File: src/rtl/pio_watch_pkg.sv
package pio_watch_pkg;
  localparam int REG_AW = 16;
  localparam int REG_DW = 8;

  localparam logic [REG_AW-1:0] ADDR_FLAGS = 16'h0222;
  localparam logic [REG_AW-1:0] ADDR_MASK  = 16'h0223;
  localparam logic [REG_AW-1:0] ADDR_MODE  = 16'h0224;

  // bit positions inside the mode register
  localparam int MODE_SRC_BIT = 4;
  localparam int MODE_ALL_BIT = 5;

  typedef struct packed {
    logic all_mode;  // 1: every selected channel must match
    logic pin_src;   // 1: synchronized pin levels, 0: activity flags
  } mode_t;
endpackage

File: src/rtl/pio_chan_filter.sv
module pio_chan_filter #(
  parameter int MIN_PW = 4
) (
  input  logic clk,
  input  logic por_n,
  input  logic pin_i,
  input  logic clr_i,
  output logic level_o,
  output logic flag_o
);
  localparam int CW = (MIN_PW < 1) ? 1 : $clog2(MIN_PW + 1);

  logic          sync_a, sync_b;
  logic [2:0]    warm;
  logic          armed;
  logic          held_lvl;
  logic [CW-1:0] cnt;
  logic          differs, accept;

  assign armed   = warm[2];
  assign differs = sync_b != held_lvl;
  assign accept  = armed && differs && (cnt == CW'(MIN_PW));

  always_ff @(posedge clk or negedge por_n) begin
    if (!por_n) begin
      sync_a <= 1'b0;
      sync_b <= 1'b0;
      warm   <= '0;
    end else begin
      sync_a <= pin_i;
      sync_b <= sync_a;
      warm   <= {warm[1:0], 1'b1};
    end
  end

  always_ff @(posedge clk or negedge por_n) begin
    if (!por_n) begin
      held_lvl <= 1'b0;
      cnt      <= '0;
    end else if (!armed) begin
      held_lvl <= sync_b;   // adopt the level found at reset release
      cnt      <= '0;
    end else if (!differs) begin
      cnt <= '0;            // level went back: restart the width count
    end else if (accept) begin
      held_lvl <= sync_b;
      cnt      <= '0;
    end else begin
      cnt <= cnt + 1'b1;
    end
  end

  always_ff @(posedge clk or negedge por_n) begin
    if (!por_n)      flag_o <= 1'b0;
    else if (clr_i)  flag_o <= 1'b0;
    else if (accept) flag_o <= 1'b1;
  end

  assign level_o = sync_b;
endmodule

File: src/rtl/pio_regs.sv
module pio_regs
  import pio_watch_pkg::*;
#(
  parameter int NUM_CH = 2
) (
  input  logic              clk,
  input  logic              por_n,
  input  logic              wr_i,
  input  logic [REG_AW-1:0] addr_i,
  input  logic [REG_DW-1:0] wdata_i,
  input  logic [NUM_CH-1:0] flags_i,
  output logic [NUM_CH-1:0] mask_o,
  output logic [NUM_CH-1:0] pol_o,
  output mode_t             mode_o,
  output logic [REG_DW-1:0] rdata_o
);
  logic unused_wdata;
  assign unused_wdata = ^wdata_i;

  always_ff @(posedge clk or negedge por_n) begin
    if (!por_n) begin
      mask_o <= '0;
      pol_o  <= '0;
      mode_o <= '0;
    end else if (wr_i) begin
      if (addr_i == ADDR_MASK) mask_o <= wdata_i[NUM_CH-1:0];
      if (addr_i == ADDR_MODE) begin
        pol_o           <= wdata_i[NUM_CH-1:0];
        mode_o.pin_src  <= wdata_i[MODE_SRC_BIT];
        mode_o.all_mode <= wdata_i[MODE_ALL_BIT];
      end
    end
  end

  always_comb begin
    rdata_o = '0;
    unique case (addr_i)
      ADDR_FLAGS: rdata_o[NUM_CH-1:0] = flags_i;
      ADDR_MASK:  rdata_o[NUM_CH-1:0] = mask_o;
      ADDR_MODE: begin
        rdata_o[NUM_CH-1:0]  = pol_o;
        rdata_o[MODE_SRC_BIT] = mode_o.pin_src;
        rdata_o[MODE_ALL_BIT] = mode_o.all_mode;
      end
      default: rdata_o = '0;
    endcase
  end
endmodule

File: src/rtl/pio_qualify.sv
module pio_qualify
  import pio_watch_pkg::*;
#(
  parameter int NUM_CH = 2
) (
  input  logic [NUM_CH-1:0] flags_i,
  input  logic [NUM_CH-1:0] level_i,
  input  logic [NUM_CH-1:0] mask_i,
  input  logic [NUM_CH-1:0] pol_i,
  input  mode_t             mode_i,
  output logic              match_o
);
  logic [NUM_CH-1:0] chan_sig, hit;
  logic any_hit, all_hit;

  assign chan_sig = mode_i.pin_src ? level_i : flags_i;
  assign hit      = ~(chan_sig ^ pol_i) & mask_i;
  assign any_hit  = |hit;
  assign all_hit  = (|mask_i) && (hit == mask_i);
  assign match_o  = mode_i.all_mode ? all_hit : any_hit;
endmodule

File: src/rtl/pio_watch.sv
module pio_watch
  import pio_watch_pkg::*;
#(
  parameter int NUM_CH = 2,
  parameter int MIN_PW = 4
) (
  input  logic              clk,
  input  logic              por_n,
  input  logic [NUM_CH-1:0] pin_i,
  input  logic              latch_clr_i,
  input  logic              reg_wr_i,
  input  logic [REG_AW-1:0] reg_addr_i,
  input  logic [REG_DW-1:0] reg_wdata_i,
  output logic [REG_DW-1:0] reg_rdata_o,
  output logic              search_match_o
);
  logic [NUM_CH-1:0] flag_vec, level_vec, mask_q, pol_q;
  mode_t             mode_q;

  for (genvar c = 0; c < NUM_CH; c++) begin : g_ch
    pio_chan_filter #(.MIN_PW(MIN_PW)) u_filt (
      .clk     (clk),
      .por_n   (por_n),
      .pin_i   (pin_i[c]),
      .clr_i   (latch_clr_i),
      .level_o (level_vec[c]),
      .flag_o  (flag_vec[c])
    );
  end

  pio_regs #(.NUM_CH(NUM_CH)) u_regs (
    .clk     (clk),
    .por_n   (por_n),
    .wr_i    (reg_wr_i),
    .addr_i  (reg_addr_i),
    .wdata_i (reg_wdata_i),
    .flags_i (flag_vec),
    .mask_o  (mask_q),
    .pol_o   (pol_q),
    .mode_o  (mode_q),
    .rdata_o (reg_rdata_o)
  );

  pio_qualify #(.NUM_CH(NUM_CH)) u_qual (
    .flags_i (flag_vec),
    .level_i (level_vec),
    .mask_i  (mask_q),
    .pol_i   (pol_q),
    .mode_i  (mode_q),
    .match_o (search_match_o)
  );
endmodule

File: config.mk
export PLATFORM = sky130hd
export DESIGN_NAME = pio_watch
export DESIGN_NICKNAME = d
export VERILOG_FILES = /design/src/rtl/pio_watch_pkg.sv /design/src/rtl/pio_chan_filter.sv /design/src/rtl/pio_regs.sv /design/src/rtl/pio_qualify.sv /design/src/rtl/pio_watch.sv
export SDC_FILE = /design/constraint.sdc
export NUM_CORES = 1
export LEC_CHECK = 0
export ABC_AREA = 1
export BUFFER_PORTS_ARGS = -buffer_cell sky130_fd_sc_hd__buf_2
export CAP_MARGIN = 20
export CELL_PAD_IN_SITES_DETAIL_PLACEMENT = 2
export CELL_PAD_IN_SITES_GLOBAL_PLACEMENT = 2
export CORE_MARGIN = 2
export CORE_UTILIZATION = 28
export DETAILED_ROUTE_END_ITERATION = 16
export PLACE_DENSITY_LB_ADDON = 0.1
export SETUP_SLACK_MARGIN = 0.5
export SYNTH_ARGS = -nofsm -noshare
export SYNTH_HDL_FRONTEND = slang
export SYNTH_SLANG_ARGS = --single-unit
File: constraint.sdc
create_clock -name clk -period 1.4 [get_ports clk]
set_input_delay 0.07 -clock clk [delete_from_list [all_inputs] [get_ports clk]]
set_output_delay 0.07 -clock clk [all_outputs]
set_load 0.02 [all_outputs]
[Word-level counts from Yosys, hierarchy flattened]
Cells that the tools add are included.
Word-level totals
  bits in registers: 26
  logic and storage cells: 66
  output and inout bits: 9
Operators by class
  bitwise operators: 3
  equal/unequal tests: 12
  add/subtract/negate cells: 2
  mux-type cells: 20
  reductions and logical operators: 13
Operators with widths (count)
  16-bit by 10-bit == test with 1-bit output (second input constant): 3
  3-bit two-way mux: 6
  1-bit two-way mux: 11
  2-bit inequality test (second input constant): 4
  2-bit AND reduction: 4
  3-bit by 1-bit adder with 3-bit output (second input constant): 2
  3-bit == test (second input constant): 2
  2-bit one-hot mux with 3 select lines: 1
  1-bit logical AND: 5
  2-bit two-way mux: 2
  2-bit nonzero test: 2
  2-bit OR reduction: 2
  2-bit bitwise AND: 1
  2-bit == test: 1
  1-bit inequality test: 2
  2-bit NOT: 1
  2-bit bitwise XOR: 1

[Depth between registers and ports, before layout]
Gate-level depths: netlist (run 1).
  depth after elaboration: 7
  gate-level depth with buffers: 8
  mapped depth without buffers: 8

[Cells and area by module]
From an unflattened synthesis (run 1), not the netlist that was laid out.
Unflattened totals
  cells, all modules: 165
  area, all modules: 1353.8 sq um
Modules (own cells, without submodules)
  pio_chan_filter: cells each 33, times used 2, area each 374.1 sq um, seq. area each 250.2 sq um
  pio_regs: cells each 69, times used 1, area each 469.2 sq um, seq. area each 150.1 sq um
  pio_qualify: cells each 30, times used 1, area each 136.4 sq um, seq. area each 0.0 sq um

[Least setup slack after synthesis (run 1)]
Ideal clock, no wire load.
  path kind: register to output
  start point: register u_regs.mode_o[0] (netlist bit)
  end point: output port search_match_o
  data required time: 1.330 ns
  cell stages (with the launch flop): 8
  arrival time: 0.962 ns
  path slack: 0.368 ns
  path through: dfrtp_1 inv_1 nand2_1 nand3_1 nand3_1 nand2_1 nand2_1 nand2_1
Between the ends
  cells in the longest elaborated chain, start to end: 7
Ends and longest elaborated chain
  start: declaration: line pio_regs.sv:14  | output mode_t mode_o,
  2-bit two-way mux *: line pio_qualify.sv:16  | assign chan_sig = mode_i.pin_src ? level_i : flags_i;
  2-bit bitwise XOR *: line pio_qualify.sv:17  | assign hit = ~(chan_sig ^ pol_i) & mask_i;
  2-bit NOT *: line pio_qualify.sv:17
  2-bit bitwise AND *: line pio_qualify.sv:17
  2-bit == test: line pio_qualify.sv:19  | assign all_hit = (|mask_i) && (hit == mask_i);
  1-bit logical AND: line pio_qualify.sv:19
  1-bit two-way mux *: line pio_qualify.sv:20  | assign match_o = mode_i.all_mode ? all_hit : any_hit;
  end: declaration: line pio_watch.sv:15  | output logic search_match_o
Every way passes the cells marked *; elsewhere a longest branch is shown, timed or not.

[Worst setup path after layout (run 1)]
Same ends and word-level chain as after synthesis.

==> results.py, run 1 <==
metrics = {
    "run_status": {
        "status": "complete, but fails checks",
        "violations": "negative setup slack",
    },
    "sta": {
        "drv_slew": 0,
        "rsz0062_at_grt": "true",
        "max_slew_margin": 0.622,
        "hold_ws_ns": 0.0642,
        "min_period_ns": 1.44,
        "setup_viol": 1,
        "finalClockSkew_ns": 0.00316,
        "fmax_mhz": 694,
        "fin_crit_sh": 1.03,
        "worst_pin_slew_ns": 0.567,
        "hold_viol_final": 0,
        "fin_ws_ns": -0.0417,
    },
    "run": {
        "maxCapViolCount": 0,
    },
    "worst_setup_path": {
        "path_class": "register to primary output",
        "setup.worst_path.end_class": "primary output",
        "crit_fanout": 5,
        "arrival_ns": 1.37,
        "critPathRequiredTime_ns": 1.33,
        "start_kind": "register",
        "worst-r2r-cell-count": 6,
    },
    "power": {
        "seq_power_share": 0.480,
        "irDropWorstVdd_mv": 0.422,
        "power_density_nw_per_um2": 680,
        "p_comb_frac": 0.223,
        "total_power_uw": 1490,
        "p_leak_uw": 0.00105,
        "clkPwrFrac": 0.297,
        "p_sw_uw": 436,
        "p_int_uw": 1050,
        "sw_frac_of_total": 0.293,
    },
    "global_routing": {
        "grt-ovfl-total": 0,
        "antenna_found_initial": 0,
        "grt_pass1_vias": 1388,
        "grt_max_degree": 24,
        "grt_pass1_wl_um": 6780,
        "grt_use_total": 0.173,
    },
    "place": {
        "place_congestion": 0.753,
        "hpwl_um": 2670,
        "io_buffers": 30,
        "dp_cells": 229,
        "post_dp_cell_area_um2": 1460,
    },
    "clock_network": {
        "cts_tree": "yes",
        "numCtsBuffers": 3,
        "htree_levels": 1,
        "ctsLongestPathBuffers": 2,
        "insertion_delay_ns": 0.27,
        "ctsRootBufferMaster": "clkbuf_8",
        "cts.sinks": 23,
        "path_clk_slew_ns": 0.09,
    },
    "floorplan": {
        "dieArea_um2": 5040,
        "num_rows": 24,
        "die_w_um": 71.0,
        "core_area_um2": 4350,
        "die_y_um": 71.0,
        "io_pins": 39,
        "initial_utilization": 0.289,
    },
    "finish": {
        "post-route-util": 0.502,
        "nets": 248,
        "num_antenna_cells": 0,
        "final_cell_count_no_fill": 265,
        "stdcell_area_um2": 2180,
        "syn_to_final_growth_pct": 73.7,
        "drive_above_1_share": 0.653,
        "fillers": 474,
    },
    "yosys": {
        "yosys.cell_types.count": 24,
        "syn_area_per_cell_um2": 8.38,
        "synthCells": 150,
        "seq_area_frac_synth": 0.458,
        "yosysWarnings": 0,
        "synth_area_um2": 1260,
        "synth-seq-cells": 23,
    },
    "drt": {
        "vias": 1265,
        "ant_nets": 0,
        "drt_iter0_markers": 41,
        "drc_errors": 0,
        "wl_um": 4810,
        "dr.pass1.iters": 2,
        "wl_per_cell_um": 18.1,
        "routed_via_density": 4.77,
    },
    "hold_path": {
        "hp-class": "primary input to register",
        "hold_depth": 3,
    },
}
-- area by class of cell --
type	count	area [um2]	share of cell area
timing repair buffer	61	503	0.230
inverter	20	77.6	0.0355
sequential	23	581	0.266
tap	52	65.1	0.0298
multi-input combinational	105	912	0.418
clock buffer	3	41.3	0.0189
clock inverter	1	5.00	0.00229
-- registers in the layout, summed over array words and instances, names as in the netlist --
register,flops
u_regs.pol_o,2
g_ch.u_filt.cnt,6
g_ch.u_filt.flag_o,2
g_ch.u_filt.level_o,2
g_ch.u_filt.held_lvl,2
g_ch.u_filt.warm,3
g_ch.u_filt.sync_a,2
u_regs.mask_o,2
u_regs.mode_o,2
-- cells in the mapped netlist (all sizes together) --
cell type   n  area share
nor2       18       0.083
buf         5       0.033
nand3b      2       0.025
nand2      40        0.12
clkbuf      1      0.0040
mux2i       1      0.0080
nor3b       1      0.0060
conb        2      0.0060
a21oi       2      0.0080
dfrtp      23        0.46
nand3      18       0.080
ha          4       0.040
nand4       8       0.040
xnor2       3       0.021
o21ai       1      0.0040
or2         1      0.0050
inv        20       0.060
-- power by group through the flow --
stage	clock network, uW	logic (uW)	registers [uW]
global route	476	354	717
global placement	0	144	720
floorplan	0	91.6	716
detailed placement	0	154	722
CTS	438	240	708
finish	441	331	714
-- logic make-up after synthesis --
kind of cell    share of synthesized area
buf+inv                            0.0965
fa+ha+maj                          0.0398
xor+xnor                           0.0209
mux                               0.00796
flops                               0.458
simple gates                        0.359
other cells                       0.00597
compound gates                     0.0119
-- layer usage --
metal | share of wire | GRT usage | vias to the layer above
met2 | 0.57 | 0.344 | 32
met1 | 0.37 | 0.194 | 632
met4 | 0.037 | 0.0314 | 0
li1 | - | - | 589
met3 | 0.024 | 0.0271 | 12
met5 | 0 | 0 | -
-- stage by stage --
step / setup TNS [ns] / setup slack (ns)
after floorplan: 0 / 0.378
after CTS: -0.0807 / -0.0807
after detailed placement: 0 / 0.0746
after global routing: -0.158 / -0.135
after global placement: 0 / 0.176
final: -0.0417 / -0.0417
-- repair_timing --
action,4_1_cts,5_1_grt
hold buffers,4,0
setup buffers,16,11
resized for setup,58,54
pin swaps,23,24
hold endpoints to repair,27,0
cloned,1,0
endpoints found under the setup margin,16,21
-- worst max-delay path, stage by stage, from the launching register on --
cell     delay (ns)
dfrtp_2        0.46
inv_4          0.09
nand2_2        0.06
nand3_1        0.09
nand3_2        0.10
nand2_2        0.08
nand2_2        0.05
nand2_2        0.06
buf_6          0.11
-- final timing paths --
kind | startpoint | slack [ns] | endpoint
max in group asynchronous | por_n | 0.67 | u_regs.mode_o[0]
worst min-delay path | reg_wdata_i[1] | 0.06 | u_regs.mask_o[1]
worst max-delay path | u_regs.mode_o[0] | -0.04 | search_match_o
min in group asynchronous | por_n | 0.33 | u_regs.mask_o[0]
worst max register to register | g_ch[1].u_filt.cnt[1] | 0.11 | g_ch[1].u_filt.held_lvl
worst min register to register | g_ch[1].u_filt.sync_a | 0.36 | g_ch[1].u_filt.level_o
-- cells in the final DEF, fill, tap and decap left out, types with 3 or more instances in the layout --
cell type,count
buf_4,16
nand4_1,8
dfrtp_1,19
nand3_4,3
ha_4,4
nand3_2,9
dlygate4sd3_1,4
nor2_1,3
clkbuf_8,3
inv_1,11
buf_2,21
nor2_4,10
nand2_1,15
inv_2,8
nand2_2,16
dfrtp_2,4
nor2_2,5
nand3_1,6
buf_6,18
conb_1,5
nand2_4,9
Power figures use the tool's default switching activity.
==> run 2: changes to the inputs <==
--- a/config.mk
+++ b/config.mk
@@ -15,2 +15,3 @@
 export DETAILED_ROUTE_END_ITERATION = 16
+export GPL_ROUTABILITY_DRIVEN = 0
 export PLACE_DENSITY_LB_ADDON = 0.1
@@ -20 +21,2 @@
 export SYNTH_SLANG_ARGS = --single-unit
+export TNS_END_PERCENT = 5
==> constraint.sdc (replaced) <==
create_clock -name clk -period 1.4 [get_ports clk]
set_input_delay 0.14 -clock clk [delete_from_list [all_inputs] [get_ports clk]]
set_output_delay 0.14 -clock clk [all_outputs]
set_load 0.02 [all_outputs]
==> run 2 against run 1 <==
The flow still finishes with violations (negative setup slack). Non-clock buffer count down 26. Die area unchanged. Worst hold slack worse by 0.029 ns. Count of clock-buffer cells in the layout unchanged. Cell area down 20%. Clock skew up 0.0081 ns. Sequential cell count unchanged. Clock power down 4%. Critical path type unchanged. Largest power group unchanged.
==> results.py, run 2 (synthesized netlist as in run 1, its figures left out) <==
metrics = {
    "finish": {
        "largest_reg_flops": 6,
        "final_cell_count_no_fill": 238,
        "final_cell_mix": "nand2_1, buf_2, dfrtp_1",
        "regMostFlops": "g_ch.u_filt.cnt",
        "largestRegisters": "g_ch.u_filt.cnt x6, g_ch.u_filt.warm x3",
        "syn_to_final_growth_pct": 39.1,
        "final_common_cell": "nand2_1",
        "num_antenna_cells": 0,
        "post-route-util": 0.402,
        "drive_above_1_share": 0.462,
        "nets": 221,
    },
    "power": {
        "total_power_uw": 1340,
        "irDropWorstVdd_mv": 0.519,
        "power_density_nw_per_um2": 764,
        "p_leak_uw": 0.000876,
    },
    "sta": {
        "fmax_mhz": 665,
        "fin_tns_setup_ns": -0.105,
        "rsz0062_at_grt": "true",
        "drv_slew": 0,
        "finalClockSkew_ns": 0.0113,
        "setup_viol": 1,
        "min_period_ns": 1.50,
        "worst_pin_slew_ns": 0.554,
        "fin_crit_sh": 1.07,
        "max_slew_margin": 0.630,
        "fin_ws_ns": -0.105,
        "hold_viol_final": 0,
    },
    "floorplan": {
        "io_pins": 39,
        "core_area_um2": 4350,
        "num_rows": 24,
        "dieArea_um2": 5040,
        "die_w_um": 71.0,
        "initial_utilization": 0.289,
        "die_y_um": 71.0,
    },
    "place": {
        "io_buffers": 30,
        "dp_cells": 229,
        "dpl_worst_slack_ns": 0.0844,
        "hpwl_um": 2520,
    },
    "global_routing": {
        "grt_pass1_wl_um": 5620,
        "antenna_found_initial": 0,
        "grt_use_total": 0.144,
        "grt-ovfl-total": 0,
        "grt_max_degree": 24,
        "grt_pass1_vias": 1234,
    },
    "worst_setup_path": {
        "arrival_ns": 1.36,
        "start_kind": "register",
        "crit_fanout": 5,
        "critPathRequiredTime_ns": 1.26,
        "path_class": "register to primary output",
        "reg2reg_to": "g_ch[1].u_filt.held_lvl",
        "setup.worst_path.end_class": "primary output",
        "worst-r2r-cell-count": 6,
        "r2r-start": "g_ch[1].u_filt.cnt[0]",
        "r2r_setup_slack_ns": 0.27,
    },
    "run_status": {
        "violations": "negative setup slack",
        "status": "complete, but fails checks",
    },
    "clock_network": {
        "insertion_delay_ns": 0.27,
        "cts.sinks": 23,
        "cts_tree": "yes",
        "path_clk_slew_ns": 0.09,
        "numCtsBuffers": 3,
        "ctsLongestPathBuffers": 2,
        "htree_levels": 1,
        "ctsRootBufferMaster": "clkbuf_8",
    },
    "drt": {
        "drc_errors": 0,
        "ant_nets": 0,
        "drt_iter0_markers": 35,
        "wl_per_cell_um": 13.6,
        "vias": 1118,
        "routed_via_density": 4.70,
        "wl_um": 3240,
        "dr.pass1.iters": 4,
    },
    "run": {
        "maxCapViolCount": 0,
    },
    "hold_path": {
        "hold_end": "g_ch[1].u_filt.flag_o",
        "min_from": "latch_clr_i",
        "hold_depth": 2,
        "hp-class": "primary input to register",
    },
}
==> run 2: metal layers <==
| metal | vias up | track usage | routed length (um) |
|---|---|---|---|
| met4 | 0 | 0.0734 | 94 |
| met3 | 9 | 0.0285 | 129 |
| met5 | - | 0 | 0 |
| met1 | 551 | 0.171 | 1290 |
| met2 | 26 | 0.246 | 1730 |
| li1 | 532 | - | - |
==> run 2: final cells by class <==
type | count | area (um2)
Fill cell | 491 | 2610
Multi-Input combinational cell | 104 | 748
Sequential cell | 23 | 577
Timing Repair Buffer | 35 | 235
Inverter | 20 | 77.6
Tap cell | 52 | 65.1
Clock buffer | 3 | 41.3
Clock inverter | 1 | 5.00
==> run 2: per-stage QoR <==
step	area, um2	hold slack (ns)
detailed placement	1450	0.172
global route	1750	0.0175
finish	1750	0.0351
floorplan	1280	-0.156
global placement	1450	0.167
CTS	1680	0.0305
==> run 2: worst max-delay path by stage <==
stage,from,cells after the start,slack (ns),end
after floorplan,u_regs.mode_o[0],8,0.35,search_match_o
after global placement,u_regs.mode_o[0],8,0.10,search_match_o
after detailed placement,u_regs.mode_o[0],9,0.08,search_match_o
after CTS,u_regs.mode_o[0],9,-0.16,search_match_o
after global routing,u_regs.mode_o[0],9,-0.24,search_match_o
final,u_regs.mode_o[0],9,-0.10,search_match_o
==> run 2: worst max-delay path, cell delays in order, from the launching register on <==
cell and delay (ns):
dfrtp_2 0.46, inv_4 0.09, nand2_2 0.05, nand2_1 0.06, nand2_1 0.06, nand3_2 0.07, nand2_1 0.05, nand2_1 0.06
nand2_2 0.05, buf_6 0.12
==> run 2: power breakdown <==
part | total (uW) | leakage, uW | switching [uW] | internal, uW
Sequential | 713 | 0.000296 | 22.7 | 690
Combinational | 203 | 0.000555 | 112 | 90.8
Clock | 422 | 0.0000255 | 223 | 199
==> run 2: repair_timing <==
| action | 4_1_cts | 5_1_grt |
|---|---|---|
| buffers inserted | 1 | 1 |
| resized for setup | 41 | 18 |
| pin swaps | 36 | 25 |
| endpoints found under the setup margin | 19 | 21 |
| endpoints found under the hold margin | 25 | 0 |
| hold buffers | 3 | 0 |
